===== config.mk =====
export PLATFORM = sky130hd
export DESIGN_NAME = uart_schar_intr
export DESIGN_NICKNAME = d
export VERILOG_FILES = /design/src/rtl/uart_schar_pkg.sv /design/src/rtl/uart_schar_regs.sv /design/src/rtl/uart_schar_rx.sv /design/src/rtl/uart_schar_match.sv /design/src/rtl/uart_schar_prio.sv /design/src/rtl/uart_schar_intr.sv
export SDC_FILE = /design/constraint.sdc
export NUM_CORES = 1
export LEC_CHECK = 0
export BUFFER_PORTS_ARGS = -buffer_cell sky130_fd_sc_hd__buf_2
export CORE_UTILIZATION = 58
export DETAILED_ROUTE_END_ITERATION = 10
export PLACE_DENSITY = 0.85
export SETUP_SLACK_MARGIN = 0.5
export SLEW_MARGIN = 40
export SYNTH_ARGS = -nofsm -noshare
export SYNTH_HDL_FRONTEND = slang
export SYNTH_HIERARCHICAL = 1
export SYNTH_SLANG_ARGS = --single-unit

===== constraint.sdc =====
create_clock -name clk_i -period 2.4 [get_ports clk_i]
set_clock_uncertainty 0.1 [all_clocks]
set_input_delay 0.12 -clock clk_i [delete_from_list [all_inputs] [get_ports clk_i]]
set_output_delay 0.12 -clock clk_i [all_outputs]
set_load 0.01 [all_outputs]

===== src/rtl/uart_schar_pkg.sv =====
package uart_schar_pkg;
  localparam int DW = 8;
  localparam int AW = 3;
  localparam logic [AW-1:0] A_DATA  = 3'd0;
  localparam logic [AW-1:0] A_IER   = 3'd1;
  localparam logic [AW-1:0] A_IIR   = 3'd2;
  localparam logic [AW-1:0] A_LCR   = 3'd3;
  localparam logic [AW-1:0] A_MCR   = 3'd4;
  localparam logic [AW-1:0] A_XOFF2 = 3'd7;
  localparam logic [DW-1:0] CFG_KEY = 8'hBF;
  localparam logic [DW-1:0] IIR_NONE = 8'h01;
  localparam logic [DW-1:0] IIR_TMO  = 8'h0C;
  localparam logic [DW-1:0] IIR_RXD  = 8'h04;
  localparam logic [DW-1:0] IIR_SCH  = 8'h10;
  localparam int IER_RX  = 0;
  localparam int IER_SCH = 5;
  localparam int EFR_ENH = 4;
  localparam int EFR_SCD = 5;
  localparam int MCR_LB  = 4;
endpackage


===== src/rtl/uart_schar_regs.sv =====
module uart_schar_regs
  import uart_schar_pkg::*;
(
  input  logic          clk_i,
  input  logic          rst_ni,
  input  logic [AW-1:0] addr_i,
  input  logic          wr_en_i,
  input  logic [DW-1:0] wdata_i,
  output logic          cfg_o,
  output logic [DW-1:0] lcr_o,
  output logic [DW-1:0] mcr_o,
  output logic [DW-1:0] efr_o,
  output logic [DW-1:0] xoff2_o,
  output logic [DW-1:0] ier_o
);
  logic [DW-1:0] ier_msk;

  assign cfg_o = (lcr_o == CFG_KEY);

  always_comb begin
    ier_msk = '1;
    if (!efr_o[EFR_ENH]) ier_msk[IER_SCH] = 1'b0;
  end

  always_ff @(posedge clk_i or negedge rst_ni) begin
    if (!rst_ni) begin
      lcr_o <= '0; mcr_o <= '0; efr_o <= '0; xoff2_o <= '0; ier_o <= '0;
    end else if (wr_en_i) begin
      if (addr_i == A_LCR) lcr_o <= wdata_i;
      if (cfg_o) begin
        if (addr_i == A_IIR)   efr_o   <= wdata_i;
        if (addr_i == A_XOFF2) xoff2_o <= wdata_i;
      end else begin
        if (addr_i == A_MCR) mcr_o <= wdata_i;
        if (addr_i == A_IER) ier_o <= (wdata_i & ier_msk) | (ier_o & ~ier_msk);
      end
    end
  end
endmodule


===== src/rtl/uart_schar_rx.sv =====
module uart_schar_rx
  import uart_schar_pkg::*;
(
  input  logic          clk_i,
  input  logic          rst_ni,
  input  logic          fire_i,
  input  logic [DW-1:0] byte_i,
  input  logic          rhr_rd_i,
  input  logic          tmo_i,
  output logic [DW-1:0] rhr_o,
  output logic          dr_o,
  output logic          tmo_o
);
  always_ff @(posedge clk_i or negedge rst_ni) begin
    if (!rst_ni) begin
      rhr_o <= '0; dr_o <= 1'b0; tmo_o <= 1'b0;
    end else begin
      if (fire_i) rhr_o <= byte_i;
      if (fire_i) dr_o <= 1'b1;
      else if (rhr_rd_i) dr_o <= 1'b0;
      if (tmo_i) tmo_o <= 1'b1;
      else if (rhr_rd_i) tmo_o <= 1'b0;
    end
  end
endmodule


===== src/rtl/uart_schar_match.sv =====
module uart_schar_match
  import uart_schar_pkg::*;
(
  input  logic          clk_i,
  input  logic          rst_ni,
  input  logic          en_i,
  input  logic [DW-1:0] char_i,
  input  logic          fire_i,
  input  logic [DW-1:0] byte_i,
  input  logic          clr_i,
  output logic          hit_o,
  output logic          flag_o
);
  assign hit_o = en_i && fire_i && (byte_i == char_i);

  // set wins over a clearing read in the same cycle
  always_ff @(posedge clk_i or negedge rst_ni) begin
    if (!rst_ni)     flag_o <= 1'b0;
    else if (hit_o)  flag_o <= 1'b1;
    else if (clr_i)  flag_o <= 1'b0;
  end
endmodule


===== src/rtl/uart_schar_prio.sv =====
module uart_schar_prio
  import uart_schar_pkg::*;
(
  input  logic          tmo_i,
  input  logic          dr_i,
  input  logic          sch_i,
  input  logic [DW-1:0] ier_i,
  output logic [DW-1:0] iir_o,
  output logic          irq_o
);
  localparam int NSRC = 3;
  localparam logic [DW-1:0] CODES [NSRC] = '{IIR_TMO, IIR_RXD, IIR_SCH};
  logic [NSRC-1:0] pend;

  assign pend = {ier_i[IER_SCH] & sch_i, ier_i[IER_RX] & dr_i, ier_i[IER_RX] & tmo_i};
  assign irq_o = |pend;

  always_comb begin
    iir_o = IIR_NONE;
    for (int i = NSRC - 1; i >= 0; i--)
      if (pend[i]) iir_o = CODES[i];
  end
endmodule


===== src/rtl/uart_schar_intr.sv =====
module uart_schar_intr
  import uart_schar_pkg::*;
(
  input  logic          clk_i,
  input  logic          rst_ni,
  input  logic [AW-1:0] addr_i,
  input  logic          wr_en_i,
  input  logic          rd_en_i,
  input  logic [DW-1:0] wdata_i,
  output logic [DW-1:0] rdata_o,
  input  logic          rx_valid_i,
  input  logic [DW-1:0] rx_byte_i,
  input  logic          rx_tmo_i,
  output logic          tx_valid_o,
  output logic [DW-1:0] tx_byte_o,
  output logic          irq_o
);
  logic          cfg;
  logic [DW-1:0] lcr, mcr, efr, xoff2, ier, rhr, iir;
  logic          loop_en, thr_wr, rhr_rd, iir_rd;
  logic          rx_fire, dr, tmo, sch_hit, sch_flag;
  logic [DW-1:0] rx_byte;

  assign loop_en = mcr[MCR_LB];
  assign thr_wr  = wr_en_i && !cfg && (addr_i == A_DATA);
  assign rhr_rd  = rd_en_i && !cfg && (addr_i == A_DATA);
  assign iir_rd  = rd_en_i && !cfg && (addr_i == A_IIR);
  assign rx_fire = loop_en ? thr_wr : rx_valid_i;
  assign rx_byte = loop_en ? wdata_i : rx_byte_i;
  assign tx_valid_o = thr_wr && !loop_en;
  assign tx_byte_o  = wdata_i;

  uart_schar_regs u_regs (
    .clk_i, .rst_ni, .addr_i, .wr_en_i, .wdata_i,
    .cfg_o(cfg), .lcr_o(lcr), .mcr_o(mcr), .efr_o(efr), .xoff2_o(xoff2), .ier_o(ier)
  );

  uart_schar_rx u_rx (
    .clk_i, .rst_ni, .fire_i(rx_fire), .byte_i(rx_byte), .rhr_rd_i(rhr_rd),
    .tmo_i(rx_tmo_i), .rhr_o(rhr), .dr_o(dr), .tmo_o(tmo)
  );

  uart_schar_match u_match (
    .clk_i, .rst_ni, .en_i(efr[EFR_SCD]), .char_i(xoff2), .fire_i(rx_fire),
    .byte_i(rx_byte), .clr_i(iir_rd), .hit_o(sch_hit), .flag_o(sch_flag)
  );

  uart_schar_prio u_prio (
    .tmo_i(tmo), .dr_i(dr), .sch_i(sch_flag), .ier_i(ier), .iir_o(iir), .irq_o
  );

  always_comb begin
    rdata_o = '0;
    if (cfg) begin
      case (addr_i)
        A_IIR:   rdata_o = efr;
        A_LCR:   rdata_o = lcr;
        A_XOFF2: rdata_o = xoff2;
        default: rdata_o = '0;
      endcase
    end else begin
      case (addr_i)
        A_DATA:  rdata_o = rhr;
        A_IER:   rdata_o = ier;
        A_IIR:   rdata_o = iir;
        A_LCR:   rdata_o = lcr;
        A_MCR:   rdata_o = mcr;
        default: rdata_o = '0;
      endcase
    end
  end
endmodule


After elaboration in Yosys (flattened, before gate mapping):

Index checks and enable logic that the tools add are counted.

* bits in registers: 51
* input port bits: 25

* eq/ne operators: 7
* muxes and demuxes: 14
* bitwise operators: 8
* reductions and logical operators: 20

Operator list (number)
* $pmux 8 s5: 1
* $pmux 8 s3: 1
* $and 8x8->8: 2
* $mux 8: 2
* $mux 5: 3
* $reduce_and 3->1: 4
* $eq 8x8->1: 1
* $eq 8x8->1 const B: 1
* $logic_and 1x1->1: 8
* $not 8->8: 1
* $or 8x8->8: 1
* $mux 1: 7
* $eq 3x2->1 const B: 2
* $eq 3x3->1 const B: 2
* $reduce_bool 2->1: 3
* $and 1x1->1: 3
* $eq 3x1->1 const B: 1
* $logic_not 3->1: 1
* $reduce_or 3->1: 1
* $logic_not 1->1: 2
* $reduce_and 2->1: 1
* $not 1->1: 1

Logic depth before layout (Yosys ltp):

Gate-level depths: netlist of the first run.

* depth after elaboration: 8
* depth in mapped cells: 10
* gate-level depth less buffers: 9

Modules after synthesis:

Netlist of the first run, hierarchy kept.

Modules (own cells, without submodules)
* uart_schar_regs: times used 1, cells an instance 95, area each 1631.6 sq um, sequential area each 1001.0 sq um
* uart_schar_intr: times used 1, cells an instance 112, area each 888.4 sq um, sequential area each 0.0 sq um
* uart_schar_rx: times used 1, cells an instance 22, area each 401.6 sq um, sequential area each 250.2 sq um
* uart_schar_match: times used 1, cells an instance 20, area each 153.9 sq um, sequential area each 25.0 sq um
* uart_schar_prio: times used 1, cells an instance 11, area each 66.3 sq um, sequential area each 0.0 sq um

Worst setup path after synthesis of the first run:

No wires, ideal clock.

* path kind: reg-to-reg
* start: reg u_regs.lcr_o[4]
* end: reg u_match.flag_o
* data arrival time: 1.898 ns
* required time: 2.236 ns
* slack: 0.339 ns
* stages on the path, launching flop included: 11
* buffers on the path: 1
* period minus slack after synthesis: 2.061 ns
* cells stage by stage: dfrtp_1 -> nand4_2 -> nor2_1 -> clkbuf_1 -> nor2_1 -> nand3_1 -> mux2i_1 -> nand2_1 -> a2111oi_2 -> and4_1 -> a21o_1

* cells in the longest elaborated chain, start to end: 8

Ends and longest elaborated chain
* from (decl): line uart_schar_regs.sv:10 `output logic [DW-1:0] lcr_o,`
* from (signal assigned): line uart_schar_regs.sv:29 `if (addr_i == A_LCR) lcr_o <= wdata_i;`
* $eq 8x8->1 (*): line uart_schar_regs.sv:18 `assign cfg_o = (lcr_o == CFG_KEY);`
* named net cfg: line uart_schar_intr.sv:18 `logic cfg;`
* $logic_not 1->1 (*): line uart_schar_intr.sv:25 `assign thr_wr = wr_en_i && !cfg && (addr_i == A_DATA);`
* $logic_and 1x1->1 (*) (2 in series): line uart_schar_intr.sv:25
* $mux 1 (*): line uart_schar_intr.sv:28 `assign rx_fire = loop_en ? thr_wr : rx_valid_i;`
* named net rx_fire: line uart_schar_intr.sv:21 `logic rx_fire, dr, tmo, sch_hit, sch_flag;`
* $logic_and 1x1->1 (*) (2 in series): line uart_schar_match.sv:14 `assign hit_o = en_i && fire_i && (byte_i == char_i);`
* named net sch_hit: line uart_schar_intr.sv:21
* $mux 1 or $reduce_bool 2->1 (tied branches)
* to (signal assigned): line uart_schar_match.sv:18 `if (!rst_ni) flag_o <= 1'b0;`
* to (signal assigned): line uart_schar_match.sv:19 `else if (hit_o) flag_o <= 1'b1;`
* to (signal assigned): line uart_schar_match.sv:20 `else if (clr_i) flag_o <= 1'b0;`
* to (decl): line uart_schar_match.sv:12 `output logic flag_o`

Mark *: on every way through the listed nets, which the timed path passes. The rest lies on a longest branch.
A chain may end at the register's enable or synchronous reset.

Final worst setup path of the first run:

* start: reg u_rx.tmo_o
* end: out rdata_o[4]

* cells in the longest elaborated chain, start to end: 4

Ends and longest elaborated chain
* from (decl): line uart_schar_rx.sv:12 `output logic tmo_o`
* from (signal assigned): line uart_schar_rx.sv:16 `rhr_o <= '0; dr_o <= 1'b0; tmo_o <= 1'b0;`
* from (signal assigned): line uart_schar_rx.sv:21 `if (tmo_i) tmo_o <= 1'b1;`
* from (signal assigned): line uart_schar_rx.sv:22 `else if (rhr_rd_i) tmo_o <= 1'b0;`
* $and 1x1->1: line uart_schar_prio.sv:15 `assign pend = {ier_i[IER_SCH] & sch_i, ier_i[IER_RX] & dr_i, ier_i[IER_RX] & tmo_i};`
* $mux 5: line uart_schar_prio.sv:21 `if (pend[i]) iir_o = CODES[i];`
* named net iir[4]: line uart_schar_intr.sv:19 `logic [DW-1:0] lcr, mcr, efr, xoff2, ier, rhr, iir;`
* $pmux 8 s5: line uart_schar_intr.sv:62 `case (addr_i)`
* $mux 8: line uart_schar_intr.sv:54 `if (cfg) begin`
* to (decl): line uart_schar_intr.sv:10 `output logic [DW-1:0] rdata_o,`

The timed path passes the listed nets, and every way through them passes these cells.

==> flow_summary.toml, run 1 <==
[status]
run_status = "completed"

[routing]
dr.first_iter.drc_count = 259
wire_per_inst_um = 21.1
drc = 0
vias = 2355
via_per_inst = 6.07
wl_mm = 8.19
ant_nets = 0
dr.pass1.iters = 4

[sta]
setup_slack_ps = 234
rsz0062_at_grt = "true"
finalCriticalPeriod_ps = 2170
finalSetupViolCount = 0
relSlewSlack = 0.566
max_freq_mhz = 462
slew_viol_final = 0
fin_crit_sh = 0.902
holdWs_ps = 21.7
tightest_slew_ps = 652
finalHoldViolations = 0
fin_setup_tns_ps = 0

[clock_network]
h-tree-depth = 2
cts.clk_slew.worst_paths_ps = 100
cts_buffers = 5
clk_latency_ps = 310
cts.sinks = 51
cts_tree = "yes"
ctsRootBufferMaster = "clkbuf_8"
cts_max_path_buffers = 2

[global_routing]
antenna_found_initial = 0
grt_pass1_vias = 2314
grt_max_degree = 52
grt_use_total = 0.304
grt_pass1_wl_mm = 12.3
grt_overflow = 0

[yosys]
async_flop_share = 1.00
synthCells = 260
synth.distinct_cells = 50
yosysWarnings = 6
avgSynthCellArea_um2 = 12.1
ys_ff_latch = 51
ys_seq_area_frac = 0.406
ys.flop_type = "dfrtp_1"
netlist_area_um2 = 3140
synth_edf_count = 0

[pwr]
internal_power_w = 0.00159
p_per_area_nw_per_um2 = 621
power_frac_comb = 0.299
switching_share = 0.312
p_switching_w = 0.000721
leakagePower_nw = 1.76
p_total_w = 0.00231
peakVddDrop_mv = 0.367
p_clk_frac = 0.212
seq_power_share = 0.489

[place]
place.gp.congestion = 0.867
io_buffers = 42
hpwl_mm = 4.95
post-place-ws_ps = 339

[worst_setup_path]
slowest_stage = "dfrtp_1"
cp.depth = 6
cp.required_ps = 2180
critical_path.cell_chain = "o21a_2 -> nor2_1 -> mux2i_1 -> o22a_1 -> o211ai_1 -> buf_2"
cp-endpoint = "rdata_o[4]"
path_max_fanout = 3
reg2reg_to = "u_rx/rhr_o[3]"
crit_path_start = "u_rx/tmo_o"
r2r_start = "u_regs/lcr_o[1]"
critical_path_class = "flip-flop to output port"
cpPeakStageDelay_ps = 430
r2r_slack_ps = 380
cp_top_family = "compound AO/OA/AOI/OAI gates"
endpoint_kind = "output port"
critPathArrivalTime_ps = 1950
startpoint_type = "flip-flop"
crit_buf_inv = 1
r2r_cells = 9

[finish]
area_growth_pct = 18.3
num-nets-final = 342
drive_gt1_frac = 0.547
layout_common_cells = "mux2_2 (50), dfrtp_1 (48), buf_2 (42)"
num_antenna_cells = 0
final_common_cell = "mux2_2"

[die]
design.die.area_um2 = 5720
io_pins = 43
placementRows = 26
die_w_um = 75.6
die_h_um = 75.6
start_util = 0.607
core_um2 = 5170

[run]
max-cap-violations = 0

[hold_path]
hp-class = "input pin to flip-flop"
hp-start = "wdata_i[6]"
final cells by class:
| type | instances | area [µm²] |
|---|---|---|
| clock buffers | 5 | 68.8 |
| repair buffers | 73 | 478 |
| multi-input cells | 177 | 1750 |
| inverters | 9 | 33.8 |
| fillers | 329 | 1460 |
| clock inverters | 3 | 15.0 |
| well taps | 70 | 87.6 |
| flip-flops and latches | 51 | 1280 |
per-layer routing:
layer  global-route usage  vias to the layer above  part of all wire  routed length, µm
li1                     -                     1055                 -                  -
met1                0.401                     1175              0.40               3290
met2                0.477                       99              0.49               4050
met3               0.0608                       26             0.063                520
met4                0.158                        0             0.041                333
met5                    0                        -                 0                  0
logic make-up (layout without fill, tap and decap cells):
logic type / count (synthesis) / after routing / share of synthesized area
compound gates: 38 / 38 / 0.104
xor+xnor: 5 / 5 / 0.0139
buf+inv: 35 / 90 / 0.0693
flops: 51 / 51 / 0.406
mux: 81 / 81 / 0.303
other cells: 1 / 4 / 0.00119
simple gates: 49 / 49 / 0.102
worst min-delay path by stage:
| stage | endpoint | slack, ps | cells after the start |
|---|---|---|---|
| after floorplan | u_match/flag_o | -280 | 0 |
| after CTS | u_regs/efr_o[6] | 30 | 2 |
| final | u_regs/efr_o[6] | 20 | 2 |
| after global placement | u_rx/rhr_o[6] | 160 | 2 |
| after detailed placement | u_regs/mcr_o[6] | 170 | 2 |
| after global routing | u_regs/efr_o[6] | 50 | 2 |
flip-flops by register name, indices dropped and copies added, names as in the netlist, named ones only:
signal and cells:
u_rx/rhr_o 8, u_rx/dr_o 1, u_regs/xoff2_o 8, u_regs/ier_o 7, u_regs/efr_o 8, u_regs/lcr_o 8
u_regs/mcr_o 8, u_rx/tmo_o 1, u_match/flag_o 1
stage by stage:
step / instance area, µm² / cells / util
6_report: 3720 / 388 / 0.719
4_1_cts: 3630 / 383 / 0.702
5_1_grt: 3720 / 388 / 0.719
2_1_floorplan: 3190 / 263 / -
3_3_place_gp: 3340 / 355 / 0.646
3_5_place_dp: 3340 / 355 / 0.646
power by group through the flow:
stage,combinational (W),clock [W],sequential [W]
2_1_floorplan,0.000453,0,0.00109
3_3_place_gp,0.000560,0,0.00113
3_5_place_dp,0.000574,0,0.00114
4_1_cts,0.000640,0.000495,0.00112
5_1_grt,0.000729,0.000529,0.00115
6_report,0.000690,0.000490,0.00113
what timing repair did:
| action | in CTS | in global routing |
|---|---|---|
| cloned | 2 | 0 |
| resized for setup | 14 | 12 |
| buffers inserted | 16 | 5 |
| pin swaps | 12 | 8 |
| hold endpoints to repair | 52 | 0 |
| setup endpoints to repair | 25 | 49 |
| hold buffers | 2 | 0 |
cells in the mapped netlist, drive strengths merged, types with 2 or more instances:
| library cell | number | area (µm²) |
|---|---|---|
| a21bo | 6 | 60.1 |
| a21o | 3 | 23.8 |
| a32oi | 2 | 17.5 |
| and2 | 2 | 12.5 |
| buf | 22 | 169 |
| clkbuf | 4 | 15.0 |
| dfrtp | 51 | 1280 |
| inv | 9 | 33.8 |
| mux2 | 66 | 803 |
| mux2i | 15 | 150 |
| nand2 | 12 | 45.0 |
| nand2b | 3 | 18.8 |
| nand3 | 3 | 15.0 |
| nand4 | 4 | 31.3 |
| nor2 | 8 | 30.0 |
| nor2b | 3 | 21.3 |
| nor3 | 2 | 10.0 |
| nor4b | 2 | 23.8 |
| o211ai | 12 | 95.1 |
| o21ai | 2 | 13.8 |
| o22a | 6 | 52.6 |
| xor2 | 5 | 43.8 |
Note: power is estimated with default switching activity, not from simulation.
==> run 2: changes to the inputs <==
==> constraint.sdc (replaced) <==
create_clock -name clk_i -period 2.3 [get_ports clk_i]
set_clock_uncertainty 0.1 [all_clocks]
set_input_delay 0.115 -clock clk_i [delete_from_list [all_inputs] [get_ports clk_i]]
set_output_delay 0.115 -clock clk_i [all_outputs]
set_load 0.01 [all_outputs]
==> flow_summary.toml, run 2 (synthesized netlist as in run 1, its figures left out) <==
[clock_network]
h-tree-depth = 2
cts.sinks = 51
clk_latency_ps = 300
cts.clk_slew.worst_paths_ps = 90
ctsRootBufferMaster = "clkbuf_8"
cts_max_path_buffers = 2
cts_buffers = 5
cts_tree = "yes"

[worst_setup_path]
crit_top_cell = "buf_6"
slowest_stage = "dfrtp_1"
r2r_cells = 10
reg2reg_to = "u_rx/rhr_o[2]"
cp.required_ps = 2400
path_max_fanout = 5
r2r_start = "u_regs/lcr_o[6]"
startpoint_type = "flip-flop"
r2r_slack_ps = 230
critPathArrivalTime_ps = 2170
endpoint_kind = "flip-flop"
cpPeakStageDelay_ps = 400
critical_path.cell_chain = "nand4b_4 -> nor2_4 -> buf_6 -> buf_6 -> nor2_4 -> nand3_4 -> mux2i_4 -> buf_4 -> buf_6 -> mux2_4"
critical_path_class = "flip-flop to flip-flop"

[sta]
finalCriticalPeriod_ps = 2070
relSlewSlack = 0.578
fin_crit_sh = 0.901
tightest_slew_ps = 633
max_freq_mhz = 483
finalHoldViolations = 0
slew_viol_final = 0
finalSetupViolCount = 0
rsz0062_at_grt = "true"
fin_setup_tns_ps = 0

[routing]
dr.pass1.iters = 4
vias = 2448
wl_mm = 8.54
ant_nets = 0
via_per_inst = 6.17
dr.first_iter.drc_count = 272
drc = 0
wire_per_inst_um = 21.5

[pwr]
peakVddDrop_mv = 0.455
p_per_area_nw_per_um2 = 646
leakagePower_nw = 1.84
p_total_w = 0.00251

[die]
design.die.area_um2 = 5720
die_w_um = 75.6
io_pins = 43
placementRows = 26
start_util = 0.607
core_um2 = 5170
die_h_um = 75.6

[finish]
drive_gt1_frac = 0.557
fillCellCount = 314
num_antenna_cells = 0
area_growth_pct = 23.5
final_common_cell = "dfrtp_1"
num-nets-final = 351
layout_common_cells = "dfrtp_1 (50), mux2_2 (47), buf_2 (42)"

[hold_path]
hp-start = "wdata_i[6]"
hold_end = "u_regs/efr_o[6]"
hold_path_depth = 2
hp-class = "input pin to flip-flop"

[place]
place.gp.congestion = 0.901
hpwl_mm = 5.30
io_buffers = 42

[global_routing]
antenna_found_initial = 0
grt_pass1_vias = 2428
grt_overflow = 0
grt_pass1_wl_mm = 13.1
grt_use_total = 0.321
grt_max_degree = 29

[status]
run_status = "completed"

[run]
max-cap-violations = 0
[run 2: metal layers]
layer | track usage | vias up | wire [µm]
li1 | - | 1068 | -
met1 | 0.414 | 1231 | 3570
met2 | 0.517 | 111 | 4050
met3 | 0.0780 | 38 | 541
met4 | 0.140 | 0 | 372
met5 | 0 | - | 0
[run 2: stage by stage]
step	hold slack [ps]	setup WS, ps	std cells	cell area [µm²]	utilization
3_3_place_gp	53.4	312	358	3380	0.653
4_1_cts	28.0	265	389	3750	0.725
2_1_floorplan	-281	452	263	3190	-
5_1_grt	38.7	190	397	3880	0.750
6_report	24.2	228	397	3880	0.750
3_5_place_dp	65.8	236	358	3380	0.653
[run 2: worst max-delay path, delay by kind of cell (launching register included)]
| family | cells | cell delay, ps |
|---|---|---|
| buffers and inverters | 4 | 500 |
| DFF | 1 | 400 |
| muxes | 2 | 380 |
| and+or+nand+nor | 4 | 580 |
[run 2: final cells by class]
class,count,area (µm²),area share
clock buffers,7,86.3,0.0222
flip-flops and latches,51,1280,0.329
clock inverters,1,8.76,0.00226
inverters,9,33.8,0.00870
repair buffers,82,581,0.150
multi-input cells,177,1810,0.466
well taps,70,87.6,0.0226
[run 2: worst max path at each step]
| stage | endpoint | startpoint | slack (ps) | depth (start not counted) |
|---|---|---|---|---|
| 4_1_cts | rdata_o[6] | u_regs/lcr_o[3] | 260 | 6 |
| 3_5_place_dp | u_match/flag_o | u_regs/lcr_o[1] | 240 | 9 |
| 5_1_grt | u_match/flag_o | u_regs/lcr_o[3] | 190 | 11 |
| 3_3_place_gp | rdata_o[4] | u_regs/lcr_o[6] | 310 | 6 |
| 6_report | u_rx/rhr_o[2] | u_regs/lcr_o[6] | 230 | 10 |
| 2_1_floorplan | u_match/flag_o | u_regs/lcr_o[0] | 450 | 10 |
[run 2: power by group]
part | internal (W) | switching (W) | total (W) | leakage [nW]
registers | 0.00104 | 0.000132 | 0.00118 | 0.636
logic | 0.000440 | 0.000338 | 0.000778 | 1.16
clock network | 0.000247 | 0.000304 | 0.000551 | 0.0484
[run 2: repair_timing]
action,in CTS,in global routing
gates resized for setup,21,17
pin swaps,16,14
setup buffers,21,8
hold endpoints to repair,26,0
endpoints found under the setup margin,43,47
hold buffers,2,0
==> run 3: changes to the inputs <==
--- a/config.mk
+++ b/config.mk
@@ -5,6 +5,7 @@
 export SDC_FILE = /design/constraint.sdc
 export NUM_CORES = 1
 export LEC_CHECK = 0
+export ABC_AREA = 1
 export BUFFER_PORTS_ARGS = -buffer_cell sky130_fd_sc_hd__buf_2
 export CORE_UTILIZATION = 58
 export DETAILED_ROUTE_END_ITERATION = 10
==> flow_summary.toml, run 3 <==
[pwr]
p_clk_frac = 0.270
internal_power_w = 0.00155
power_frac_comb = 0.250
p_per_area_nw_per_um2 = 630
peakVddDrop_mv = 0.382
switching_share = 0.329
p_switching_w = 0.000761
seq_power_share = 0.480
leakagePower_nw = 1.97

[run]
max-cap-violations = 0

[global_routing]
met1_usage = 0.437
grt_max_degree = 40
grt-busiest-layer = "met2"
antenna_found_initial = 0
met2_usage = 0.527
grt_overflow = 0
grt_pass1_wl_mm = 13.6
grt.met3_usage = 0.0701
grt_pass1_vias = 2688
grt_use_total = 0.330

[die]
placementRows = 26
io_pins = 43
die_w_um = 75.9
die_h_um = 75.9
start_util = 0.612
core_um2 = 5170
design.die.area_um2 = 5750

[clock_network]
cts_buffers = 5
clk_latency_ps = 310
cts.clk_slew.worst_paths_ps = 100
ctsRootBufferMaster = "clkbuf_8"
h-tree-depth = 2
cts.sinks = 51
cts_max_path_buffers = 2
cts_tree = "yes"

[sta]
finalSetupViolCount = 0
relSlewSlack = 0.615
rsz0062_at_grt = "true"
fin_setup_tns_ps = 0
tightest_slew_ps = 576
finalCriticalPeriod_ps = 1810
fin_crit_sh = 0.789
max_freq_mhz = 551
slew_viol_final = 0
finalHoldViolations = 0

[worst_setup_path]
crit_top_cell = "nand2_1"
path_max_fanout = 2
endpoint_kind = "output port"
cp_top_family = "simple AND/OR/NAND/NOR gates"
slowest_stage = "dfrtp_1"
startpoint_type = "flip-flop"
critical_path_class = "flip-flop to output port"
critPathArrivalTime_ps = 1600
cp.required_ps = 2090
cpPeakStageDelay_ps = 410
crit_buf_inv = 2
critical_path.cell_chain = "buf_4 -> nand4_1 -> nand2_1 -> nor2_1 -> nand2_1 -> nand2_1 -> nand2_2 -> buf_6"

[finish]
fillCellCount = 403
layout_common_cells = "nand2_1 (171), dfrtp_1 (50), nand3_1 (47)"
final_common_cell = "nand2_1"
drive_gt1_frac = 0.251
utilization = 0.711
num_antenna_cells = 0
area_growth_pct = 16.2
num-nets-final = 514

[place]
io_buffers = 42
place.gp.congestion = 0.968
hpwl_mm = 6.45

[routing]
dr.first_iter.drc_count = 394
dr.pass1.iters = 5
wl_mm = 9.15
ant_nets = 0
drc = 0
via_per_inst = 5.62
vias = 3147
wire_per_inst_um = 16.3

[yosys]
netlist_area_um2 = 3160
avgSynthCellArea_um2 = 7.05
synthCells = 449
yosysWarnings = 6

[status]
run_status = "completed"

[hold_path]
hp-class = "input pin to flip-flop"
## run 3: repair_timing
action | CTS | global route
endpoints found under the setup margin | 19 | 19
pin swaps | 1 | 10
buffers inserted | 5 | 4
gates resized for setup | 5 | 34
gates cloned | 0 | 0
hold endpoints to repair | 39 | 0
hold buffers | 3 | 0
## run 3: area by class of cell
type	instances	area, µm²	share of cell area
well taps	70	87.6	0.0238
flip-flops and latches	51	1280	0.348
clock buffers	5	68.8	0.0187
multi-input cells	329	1630	0.444
repair buffers	58	383	0.104
clock inverters	3	43.8	0.0119
inverters	44	184	0.0500
## run 3: through the flow
stage               cell area [µm²]  cells  worst slack [ps]  hold slack [ps]  total power, W
CTS                            3530    556               502            0.812         0.00225
detailed placement             3320    540               329             11.1         0.00161
global placement               3320    540               462              166         0.00159
floorplan                      3200    452               500             -281         0.00144
finish                         3680    560               486             9.47         0.00232
global route                   3680    560               432             12.7         0.00244
## run 3: final timing paths
check	slack (ps)	end	cells after the start	startpoint
worst max-delay path	490	rdata_o[0]	8	u_regs/lcr_o[0]
worst min-delay path	9	u_regs/mcr_o[7]	3	wdata_i[7]
worst max register to register	560	u_match/flag_o	11	u_regs/lcr_o[7]
worst min register to register	380	u_regs/mcr_o[1]	2	u_regs/mcr_o[1]
max in group asynchronous	1370	u_regs/xoff2_o[0]	3	rst_ni
min in group asynchronous	190	u_regs/mcr_o[3]	2	rst_ni
## run 3: worst min-delay path, stage by stage
cell     delay (ps)
buf_2           140
nand3_1          90
nand2_1          50
## run 3: layer usage
metal	part of all wire	vias to the layer above
met4	0.042	0
met2	0.48	177
li1	-	1482
met3	0.088	40
met1	0.39	1448
met5	0	-
## run 3: power groups by stage
stage / registers [W] / logic [W] / clock network, W
5_1_grt: 0.00112 / 0.000652 / 0.000664
6_report: 0.00111 / 0.000578 / 0.000626
3_3_place_gp: 0.00111 / 0.000478 / 0
3_5_place_dp: 0.00112 / 0.000490 / 0
4_1_cts: 0.00110 / 0.000511 / 0.000636
2_1_floorplan: 0.00109 / 0.000358 / 0
